==> src/rtl/nv_shadow_pkg.sv <==
package nv_shadow_pkg;

  // Strobes from the control to the datapath, one per cycle.
  typedef struct packed {
    logic hostWrite;
    logic hostRead;
    logic copyToRam;
    logic copyToNv;
  } memStrobe_t;

  typedef enum logic [1:0] {
    MODE_IDLE   = 2'd0,
    MODE_STORE  = 2'd1,
    MODE_RECALL = 2'd2
  } copyMode_t;

endpackage

==> src/rtl/nv_shadow_ctrl.sv <==
module nv_shadow_ctrl
  import nv_shadow_pkg::*;
#(
  parameter int ADDR_W = 6
) (
  input  logic              clk,
  input  logic              rstN,
  input  logic              csN,
  input  logic              weN,
  input  logic              storeN,
  input  logic              recallN,
  output memStrobe_t        strobe,
  output logic [ADDR_W-1:0] copyPtr,
  output logic              busy
);

  localparam logic [ADDR_W-1:0] LAST_PTR = {ADDR_W{1'b1}};

  copyMode_t mode;
  logic      prevStoreN;
  logic      prevRecallN;
  logic      storeFall;
  logic      recallFall;
  logic      accept;

  assign storeFall  = prevStoreN & ~storeN;
  assign recallFall = prevRecallN & ~recallN;
  assign accept     = ~csN & (mode == MODE_IDLE);
  assign busy       = (mode != MODE_IDLE);

  always_ff @(posedge clk or negedge rstN) begin
    if (!rstN) begin
      mode        <= MODE_IDLE;
      copyPtr     <= '0;
      prevStoreN  <= 1'b1;
      prevRecallN <= 1'b1;
    end else begin
      prevStoreN  <= storeN;
      prevRecallN <= recallN;
      if (mode == MODE_IDLE) begin
        copyPtr <= '0;
        if (accept && recallFall) begin
          mode <= MODE_RECALL;
        end else if (accept && storeFall) begin
          mode <= MODE_STORE;
        end
      end else begin
        copyPtr <= copyPtr + 1'b1;
        if (copyPtr == LAST_PTR) begin
          mode <= MODE_IDLE;
        end
      end
    end
  end

  always_comb begin
    strobe           = '0;
    strobe.hostWrite = ~csN & ~weN & ~busy;
    strobe.hostRead  = ~csN & weN & ~busy;
    strobe.copyToRam = (mode == MODE_RECALL);
    strobe.copyToNv  = (mode == MODE_STORE);
  end

endmodule

==> src/rtl/nv_shadow_datapath.sv <==
module nv_shadow_datapath
  import nv_shadow_pkg::*;
#(
  parameter int ADDR_W = 6,
  parameter int DATA_W = 4
) (
  input  logic              clk,
  input  logic              rstN,
  input  memStrobe_t        strobe,
  input  logic [ADDR_W-1:0] copyPtr,
  input  logic [ADDR_W-1:0] addr,
  input  logic [DATA_W-1:0] wrData,
  output logic [DATA_W-1:0] rdData,
  output logic              rdValid
);

  localparam int DEPTH = 1 << ADDR_W;

  logic [DATA_W-1:0] workMem [DEPTH];
  logic [DATA_W-1:0] nvMem   [DEPTH];

  // Working array: cleared by reset, written by recall or host.
  always_ff @(posedge clk or negedge rstN) begin
    if (!rstN) begin
      for (int i = 0; i < DEPTH; i++) begin
        workMem[i] <= '0;
      end
    end else if (strobe.copyToRam) begin
      workMem[copyPtr] <= nvMem[copyPtr];
    end else if (strobe.hostWrite) begin
      workMem[addr] <= wrData;
    end
  end

  // Backing array: no reset, written only by a store.
  always_ff @(posedge clk) begin
    if (strobe.copyToNv) begin
      nvMem[copyPtr] <= workMem[copyPtr];
    end
  end

  always_ff @(posedge clk or negedge rstN) begin
    if (!rstN) begin
      rdData  <= '0;
      rdValid <= 1'b0;
    end else if (strobe.hostRead) begin
      rdData  <= workMem[addr];
      rdValid <= 1'b1;
    end else begin
      rdData  <= '0;
      rdValid <= 1'b0;
    end
  end

endmodule

==> src/rtl/nv_shadow_mem.sv <==
module nv_shadow_mem
  import nv_shadow_pkg::*;
#(
  parameter int ADDR_W = 6,
  parameter int DATA_W = 4
) (
  input  logic              clk,
  input  logic              rstN,
  input  logic              csN,
  input  logic              weN,
  input  logic [ADDR_W-1:0] addr,
  input  logic [DATA_W-1:0] wrData,
  output logic [DATA_W-1:0] rdData,
  output logic              rdValid,
  input  logic              storeN,
  input  logic              recallN,
  output logic              busy
);

  memStrobe_t        strobe;
  logic [ADDR_W-1:0] copyPtr;

  nv_shadow_ctrl #(.ADDR_W(ADDR_W)) i_ctrl (
    .clk     (clk),
    .rstN    (rstN),
    .csN     (csN),
    .weN     (weN),
    .storeN  (storeN),
    .recallN (recallN),
    .strobe  (strobe),
    .copyPtr (copyPtr),
    .busy    (busy)
  );

  nv_shadow_datapath #(.ADDR_W(ADDR_W), .DATA_W(DATA_W)) i_dp (
    .clk     (clk),
    .rstN    (rstN),
    .strobe  (strobe),
    .copyPtr (copyPtr),
    .addr    (addr),
    .wrData  (wrData),
    .rdData  (rdData),
    .rdValid (rdValid)
  );

endmodule

==> config.mk <==
export PLATFORM = sky130hd
export DESIGN_NAME = nv_shadow_mem
export DESIGN_NICKNAME = d
export VERILOG_FILES = /design/src/rtl/nv_shadow_pkg.sv /design/src/rtl/nv_shadow_ctrl.sv /design/src/rtl/nv_shadow_datapath.sv /design/src/rtl/nv_shadow_mem.sv
export SDC_FILE = /design/constraint.sdc
export NUM_CORES = 1
export LEC_CHECK = 0
export CAP_MARGIN = 0
export CELL_PAD_IN_SITES_DETAIL_PLACEMENT = 1
export CELL_PAD_IN_SITES_GLOBAL_PLACEMENT = 1
export CORE_MARGIN = 8
export CORE_UTILIZATION = 50
export CTS_BUF_LIST = sky130_fd_sc_hd__clkbuf_16
export CTS_CLUSTER_DIAMETER = 80
export CTS_CLUSTER_SIZE = 28
export DETAILED_ROUTE_END_ITERATION = 8
export PLACE_DENSITY_LB_ADDON = 0.1
export SKIP_LAST_GASP = 1
export SYNTH_ARGS = -nofsm -noshare
export SYNTH_HDL_FRONTEND = slang
export SYNTH_HIERARCHICAL = 1
export SYNTH_SLANG_ARGS = --single-unit
==> constraint.sdc <==
create_clock -name clk -period 4.9 [get_ports clk]
set_clock_uncertainty 0.2 [all_clocks]
set_input_delay 0.735 -clock clk [delete_from_list [all_inputs] [get_ports clk]]
set_output_delay 0.735 -clock clk [all_outputs]
set_load 0.01 [all_outputs]
# == After elaboration in Yosys (flattened, before gate mapping) ==
# Memories as Yosys holds them, arrays and structs flattened.
# Cells that the tools add are included.
# totals
reg_bits,271
ram_bits,256
output_inout_bits,6
mem_count,1
# memory_table
memory,depth,width,rd,rd_ports_with_merged_regs,write_ports,line,text
i_dp.nvMem,64,4,1,0,1,nv_shadow_datapath.sv:20,logic [DATA_W-1:0] nvMem [DEPTH];
# classes
addsub,1
order_cmp,4
eq_ne,4
n_mux,23
bitwise_logic,14
reduce_logical,9
# ops
operator,n
$bwmux W256,2
$mux W256,2
$bmux W4 S6,2
$demux W4 S6,2
$mux W4,7
$ge A7 B7 Y1 const B,2
$lt A7 B1 Y1 const B,2
$not A6 Y7,2
$mux W2,4
$and A1 B1 Y1,7
$add A6 B1 Y6 const B,1
$eq A6 B6 Y1 const B,1
$mux W6,1
$reduce_bool A2 Y1,3
$not A1 Y1,5
$logic_and A1 B1 Y1,4
$mux W1,3
$ne A3 B3 Y1 const B,1
$eq A2 B1 Y1 const B,1
$eq A2 B2 Y1 const B,1
$logic_not A2 Y1,1
$reduce_and A2 Y1,1

# == Depth between registers and ports, before layout ==
# Gate-level depths: netlist of run 1.
# depth
depth_word,8
ltp_mapped,12
mapped_depth_nobuf,9

# == Cells and area by module ==
# Netlist of run 1, hierarchy kept.
# modules_own_cells
mod,n_inst,cells_per_inst,area_per_inst_um2,seq_area_each_um2
nv_shadow_datapath,1,2360,27064.7,14218.6
nv_shadow_ctrl,1,38,431.7,252.7

# == Least setup slack after synthesis of run 1 ==
# Ideal clock, no wire load.
# synth_path
kind,reg2reg
from,register i_ctrl.copyPtr[0]
to,memory i_dp.nvMem[0][3] (data pin)
setup_time_ns,0.455
arrival_time_ns,2.693
required_time_ns,4.245
path_slack_ns,1.552
path_stages_with_launch,9
period_less_slack_ns,3.348
path_cell_list,dfrtp_1 > buf_6 > buf_6 > buf_6 > mux4_2 > and2_1 > a221oi_2 > o22ai_1 > or4_1
# synth_via
elab_chain_len,4
# synth_rtl
element,line,text
from (decl),nv_shadow_ctrl.sv:13,"output logic [ADDR_W-1:0] copyPtr,"
from (signal assigned),nv_shadow_ctrl.sv:48,copyPtr <= copyPtr + 1'b1;
$not A6 Y7 (not written as such),nv_shadow_datapath.sv:38,nvMem[copyPtr] <= workMem[copyPtr];
$bmux W4 S6,nv_shadow_datapath.sv:38,
$mux W4 (not written as such) (2 in series),nv_shadow_datapath.sv:38,
to (decl),nv_shadow_datapath.sv:20,
# Every way passes these cells. The select of a mux whose other input is x is not followed.

# == Final worst setup path of run 1 ==
# layout_path
from,register i_ctrl.copyPtr[0]
to,memory i_dp.nvMem[4][0] (data pin)
# Same word-level chain as after synthesis.

==> out/qor.txt, run 1 <==
Status -> finished with violations
Failing checks -> hold timing
TNS Setup -> 0 ns
Slowest stage cell, crit path -> dfrtp_4
Slew Viols, Final -> 0
DP HPWL -> 75.3 mm
Ys async rst share -> 51.4%
Gpl congestion -> 0.999
Largest net degree at the start of global routing -> 100
Via count -> 23500
Hold_buf cts -> 0
Wire length per cell -> 37.0 µm
Synthesis-to-finish area growth -> 7.35%
Post-Route Utilization -> 53.9%
Layout Nets -> 2371
Main combinational cell family by area after synthesis -> compound AO/OA/AOI/OAI gates
Mapped Cells -> 2398
Seq/Total Area, Yosys -> 52.6%
Crit path buf inv count -> 3
Core area -> 0.0548 mm²
Worst hold path class -> input pin to async pin
Drt pass-1 iters -> 7
Congestion Overflow GR -> 0
Synth Area in Adders -> 0.0455%
WL final -> 114 mm
Critical Path Stages -> 7
CTS tree -> done
Worst skew pair latency -> 0.60 ns
PD cells -> 280 mW/mm²
Die Width -> 251 µm
CTS Buffer Depth -> 3
RSZ-0062 raised after global routing -> false
Crit. End Element -> flip-flop
Overall routing resource usage -> 35.7%
Post-CTS sizing -> 0
Warnings, synthesis -> 6
R2r setup slk -> 0.40 ns
Arr. time, crit path -> 4.60 ns
Worst setup SP type -> flip-flop
Setup Viol. Count Final -> 0
Remaining antenna violation count -> 0
Final period util -> 91.9%
Worst setup path end -> i_dp/nvMem[4][0]
Number of buffers created by CTS -> 36
DR DRC count -> 0
Total clock sinks -> 527
Cell Rows -> 86
Flip-flop and latch count after synthesis -> 527
Die Span Y -> 251 µm
CTS root buf -> clkbuf_16
Vias in the first global route -> 23800
Synth cell types -> 74
WHS -> -0.0685 ns
Syn_nets -> 2415
CP Class -> flip-flop to flip-flop
Worst reg2reg endpoint -> i_dp/nvMem[4][0]
Cell area after synthesis -> 0.0275 mm²
Launch point of the worst reg-to-reg path -> i_ctrl/copyPtr[0]
Top-Level Pins -> 22
Crit path required time -> 4.99 ns
Primary FF master, synth -> dfrtp_1
# fillers -> 5639
Top delay family on crit path -> compound AO/OA/AOI/OAI gates
Worst VDD drop -> 0.416 mV
Average size of a mapped cell -> 11.5 µm²
Share of layout cells above drive strength 1 -> 14.3%
Worst r2r path cells -> 7
CP Cell Sequence -> buf_4, nor3_2, buf_4, a221oi_1, o221ai_1, or4_2, buf_12
Die area -> 0.0628 mm²
Worst rel slew slack -> 17.0%
CP Max Fanout -> 64
Leakage -> 11.0 nW
Most numerous cell on the critical path -> buf_4
Post-CTS Setup Inserts -> 0
H-tree depth -> 2
Max-cap viol count -> 0
Compound-Gate Fraction of Synth Area -> 21.5%
Via density -> 7.61
First-pass GRT wire length -> 167 mm
Starting Density -> 50.2%
Number of synthesized flops with an enable pin -> 256
Final hold violations -> 22
Synth Area in Simple Gates -> 11.5%
Tmin final -> 4.50 ns
CP peak stage delay -> 0.97 ns
Setup crit start -> i_ctrl/copyPtr[0]
Post-synthesis xor/xnor area fraction -> 0.0956%
Fmax -> 222 MHz
Initial DRC Count -> 2892
Clock Pin Slew Worst Setup and Hold Paths -> 0.10 ns
Mux contribution to synthesized area -> 9.66%
Initial antenna violation count -> 4
Tightest Pin Transition -> 1.24 ns
PortBufs -> 21
registers in the layout (all words and copies together), names as in the netlist:
signal and count:
i_ctrl/copyPtr 6, i_ctrl/mode 2, i_ctrl/prevRecallN 1, i_ctrl/prevStoreN 1, i_dp/nvMem 256, i_dp/rdData 4, i_dp/rdValid 1, i_dp/workMem 256
layout make-up:
cell class	instances	area, µm²	area share, %
antenna	1	2.50	0.00848
tap	704	881	2.98
clock inverter	26	292	0.988
sequential	527	14500	49.1
clock buffer	37	926	3.14
inverter	10	37.5	0.127
multi-input combinational	1662	11800	40.1
timing repair buffer	117	1060	3.60
layer usage:
layer	routed length [µm]	vias up	share of wire, %	track usage, %
li1	-	9363	-	-
met1	43400	12100	38	46.0
met2	50700	1544	44	54.1
met3	11800	458	10	8.35
met4	8260	6	7.2	22.3
met5	45	-	0.039	0
layout by cell type, fill, tap and decap left out, types with 52 or more instances in the layout:
master,instances
mux2i_1,104
edfxtp_1,256
o22ai_1,52
a22oi_1,54
nand2_1,410
buf_4,87
o221ai_1,215
dfrtp_1,266
a221oi_1,56
nor2_1,173
o211ai_1,61
a21oi_1,94
worst min path at each step:
stage,from,end,slack (ns),cells after the start
after floorplan,rstN,i_ctrl/copyPtr[0],0.24,0
after global placement,i_dp/workMem[165],i_dp/workMem[165],0.30,2
after detailed placement,i_dp/workMem[71],i_dp/workMem[71],0.29,2
after CTS,rstN,i_dp/workMem[217],0.009,1
after global routing,rstN,i_dp/workMem[218],0.02,1
final,rstN,i_dp/workMem[217],-0.07,1
synthesized netlist by cell type (all sizes together), types with 3 or more instances:
library cell | count | area [µm²]
or4 | 7 | 52.6
and4bb | 3 | 37.5
and2 | 15 | 96.3
o21ai | 38 | 190
o31ai | 10 | 75.1
dfrtp | 269 | 6730
nor2b | 35 | 219
nand3 | 13 | 70.1
o221ai | 255 | 2480
nor2 | 182 | 698
nor3 | 13 | 70.1
clkbuf | 86 | 323
buf | 113 | 887
a32oi | 3 | 26.3
o32ai | 7 | 61.3
a31oi | 13 | 81.3
and3 | 5 | 31.3
mux2 | 41 | 465
o2111ai | 4 | 35.0
o211ai | 62 | 470
a22oi | 56 | 430
a221o | 27 | 270
a21oi | 95 | 479
a221oi | 61 | 566
o41a | 3 | 33.8
mux4 | 51 | 1150
nand2 | 410 | 1540
nand4 | 6 | 37.5
o22a | 3 | 26.3
mux2i | 104 | 1040
inv | 10 | 37.5
a22o | 16 | 140
edfxtp | 256 | 7690
a211oi | 6 | 45.0
nor3b | 7 | 57.6
o22ai | 53 | 338
or3 | 5 | 31.3
nand2b | 24 | 150
a32o | 9 | 90.1
where the power goes:
part | internal, W | switching [W]
registers | 0.00460 | 0.000000247
logic | 0.0000791 | 0.000257
clock network | 0.00150 | 0.00182
stage by stage:
stage	instance area [µm²]	hold slack (ns)	instances	setup slack (ns)	power, W
after floorplan	27500	0.239	2398	1.55	0.00485
after global placement	28300	0.297	3020	0.560	0.00502
after detailed placement	28300	0.293	3020	0.578	0.00502
after CTS	29500	0.00922	3083	0.552	0.00829
after global routing	29500	0.0175	3083	0.431	0.00842
final	29500	-0.0685	3084	0.399	0.00826
cell families (layout without fill, tap and decap cells):
group | after synthesis | after routing
AND/OR/NAND/NOR | 733 | 733
AO/OA/AOI/OAI | 729 | 729
XOR/XNOR | 3 | 3
buffers and inverters | 209 | 190
adder cells (fa/ha/maj) | 1 | 1
multiplexers | 196 | 196
other | 0 | 1
flip-flops | 527 | 527
Note: power is estimated with default switching activity, not from simulation.
==> run 2, diff against run 1 <==
--- a/config.mk
+++ b/config.mk
@@ -14,9 +14,11 @@
 export CTS_CLUSTER_DIAMETER = 80
 export CTS_CLUSTER_SIZE = 28
 export DETAILED_ROUTE_END_ITERATION = 8
+export DONT_BUFFER_PORTS = 1
 export PLACE_DENSITY_LB_ADDON = 0.1
 export SKIP_LAST_GASP = 1
 export SYNTH_ARGS = -nofsm -noshare
 export SYNTH_HDL_FRONTEND = slang
 export SYNTH_HIERARCHICAL = 1
 export SYNTH_SLANG_ARGS = --single-unit
+export TNS_END_PERCENT = 10
==> out/qor.txt, run 2 (synthesis gave the netlist of run 1 again) <==
Worst hold path class -> input pin to async pin (unchanged)
Die Span Y -> 251 µm (unchanged)
Share of layout cells above drive strength 1 -> 14.0% (was 14.3%)
Slew Viols, Final -> 0 (unchanged)
Drt pass-1 iters -> 6 (was 7)
Status -> finished with violations (unchanged)
R2r setup slk -> 0.74 ns (was 0.40 ns)
Failing checks -> hold timing (unchanged)
Gpl congestion -> 0.994 (was 0.999)
Hold_buf cts -> 2 (was 0)
WL final -> 113 mm (was 114 mm)
Setup Viol. Count Final -> 0 (unchanged)
GR Util met1 -> 44.2% (was 46.0%)
Final hold violations -> 271 (was 22)
Number of buffers created by CTS -> 34 (was 36)
Placed inst area -> 0.0280 mm² (was 0.0283 mm²)
WHS -> -0.360 ns (was -0.0685 ns)
Worst setup SP type -> flip-flop (unchanged)
H-tree depth -> 2 (unchanged)
Overall routing resource usage -> 35.2% (was 35.7%)
Post-CTS sizing -> 0 (unchanged)
Largest net degree at the start of global routing -> 272 (was 100)
Post-Route Utilization -> 53.3% (was 53.9%)
Flop pwr share -> 57.8% (was 55.8%)
Clock Power Share -> 39.5% (was 40.2%)
TNS Setup -> 0 ns (unchanged)
Via density -> 7.60 (was 7.61)
CTS root buf -> clkbuf_16 (unchanged)
Die area -> 0.0628 mm² (unchanged)
CP Class -> flip-flop to flip-flop (unchanged)
Worst r2r path cells -> 7 (unchanged)
Tmin final -> 4.16 ns (was 4.50 ns)
DP HPWL -> 74.4 mm (was 75.3 mm)
Worst skew pair latency -> 0.60 ns (about the same)
Wire length per cell -> 37.0 µm (about the same)
Initial DRC Count -> 2896 (was 2892)
Most numerous cell on the critical path -> buf_4 (unchanged)
CTS Buffer Depth -> 3 (unchanged)
Cell Rows -> 86 (unchanged)
Tightest Pin Transition -> 1.26 ns (was 1.24 ns)
Crit. End Element -> flip-flop (unchanged)
GRT Max-Usage Layer -> met2 (unchanged)
RSZ-0062 raised after global routing -> false (unchanged)
Final period util -> 84.9% (was 91.9%)
Worst rel slew slack -> 15.2% (was 17.0%)
Fmax -> 240 MHz (was 222 MHz)
Remaining antenna violation count -> 0 (unchanged)
Biggest regs -> i_dp/nvMem (256), i_dp/workMem (256), i_ctrl/copyPtr (6) (unchanged)
CP peak stage delay -> 0.82 ns (was 0.97 ns)
Synthesis-to-finish area growth -> 6.16% (was 7.35%)
P_sw -> 0.00190 W (was 0.00207 W)
Design Power -> 0.00797 W (was 0.00826 W)
Top-Level Pins -> 22 (unchanged)
Most frequent cells in the layout -> 410 x nand2_1, 266 x dfrtp_1, 256 x edfxtp_1, 215 x o221ai_1, 174 x nor2_1 (was 410 x nand2_1, 266 x dfrtp_1, 256 x edfxtp_1, 215 x o221ai_1, 173 x nor2_1)
Vias in the first global route -> 23600 (was 23800)
Combinational power share -> 2.7% (was 4.1%)
Slowest stage cell, crit path -> dfrtp_4 (unchanged)
P_int -> 0.00606 W (was 0.00618 W)
Total clock sinks -> 527 (unchanged)
Crit path required time -> 4.93 ns (was 4.99 ns)
Initial antenna violation count -> 5 (was 4)
Congestion Overflow GR -> 0 (unchanged)
Grt met3 use -> 7.80% (was 8.35%)
Leakage -> 10.8 nW (was 11.0 nW)
Arr. time, crit path -> 4.19 ns (was 4.60 ns)
Die Width -> 251 µm (unchanged)
Layout Nets -> 2347 (was 2371)
Switch share -> 23.9% (was 25.1%)
Worst reg2reg endpoint -> i_dp/nvMem[3][2] (was i_dp/nvMem[4][0])
CP Cell Sequence -> buf_4, mux4_2, a221oi_1, buf_4, o21ai_1, or4_2, buf_4 (was buf_4, nor3_2, buf_4, a221oi_1, o221ai_1, or4_2, buf_12)
Clock Pin Slew Worst Setup and Hold Paths -> 0.11 ns (was 0.10 ns)
Launch point of the worst reg-to-reg path -> i_ctrl/copyPtr[1] (was i_ctrl/copyPtr[0])
Via count -> 23200 (was 23500)
Post-CTS Setup Inserts -> 0 (unchanged)
DR DRC count -> 0 (unchanged)
Met2 Resource Use GR -> 54.2% (was 54.1%)
CTS tree -> done (unchanged)
Worst VDD drop -> 0.392 mV (was 0.416 mV)
CP Max Fanout -> 64 (unchanged)
PD cells -> 273 mW/mm² (was 280 mW/mm²)
Max-cap viol count -> 0 (unchanged)
PortBufs -> 0 (was 21)
First-pass GRT wire length -> 165 mm (was 167 mm)
Final instance area -> 0.0292 mm² (was 0.0295 mm²)
Commonest non-fill, non-tap cell in the layout -> nand2_1 (unchanged)
Core area -> 0.0548 mm² (unchanged)
Starting Density -> 50.2% (unchanged)
-- run 2: critical path, delay by kind of cell, from the launching register on --
kind                   cells  cell delay, ns
buffers and inverters      3            0.93
flip-flops                 1            0.82
AO/OA/AOI/OAI              2            0.70
AND/OR/NAND/NOR            1            0.69
multiplexers               1            0.35
-- run 2: worst max path at each step --
stage	start	end	slack (ns)
after CTS	i_ctrl/copyPtr[0]	i_dp/nvMem[0][2]	0.80
after global placement	i_ctrl/copyPtr[0]	i_dp/nvMem[6][2]	0.90
after detailed placement	i_ctrl/copyPtr[0]	i_dp/nvMem[13][2]	0.83
after floorplan	i_ctrl/copyPtr[0]	i_dp/nvMem[0][3]	1.55
final	i_ctrl/copyPtr[1]	i_dp/nvMem[3][2]	0.74
after global routing	i_ctrl/copyPtr[0]	i_dp/nvMem[0][1]	0.72
-- run 2: area by class of cell --
| class | count | area, µm² |
|---|---|---|
| clock inverter | 25 | 243 |
| fill | 5674 | 25600 |
| timing repair buffer | 95 | 818 |
| sequential | 527 | 14500 |
| multi-input combinational | 1662 | 11800 |
| inverter | 10 | 37.5 |
| antenna | 2 | 5.00 |
| tap | 704 | 881 |
| clock buffer | 35 | 876 |
-- run 2: through the flow --
stage / std cells / worst slack (ns)
detailed placement: 2996 / 0.826
global route: 3058 / 0.716
CTS: 3058 / 0.797
floorplan: 2398 / 1.55
finish: 3060 / 0.741
global placement: 2996 / 0.895
-- run 2: power groups by stage --
stage | logic [W] | clock network (W) | registers (W)
after floorplan | 0.000153 | 0 | 0.00470
after global placement | 0.000202 | 0 | 0.00470
after detailed placement | 0.000203 | 0 | 0.00470
after CTS | 0.000205 | 0.00318 | 0.00460
after global routing | 0.000216 | 0.00330 | 0.00460
final | 0.000215 | 0.00315 | 0.00460
-- run 2: metal layers --
| metal | wire length [µm] | vias to the layer above |
|---|---|---|
| met1 | 41800 | 11900 |
| met3 | 11600 | 451 |
| met4 | 8940 | 4 |
| met5 | 25 | - |
| li1 | - | 9314 |
| met2 | 50700 | 1600 |
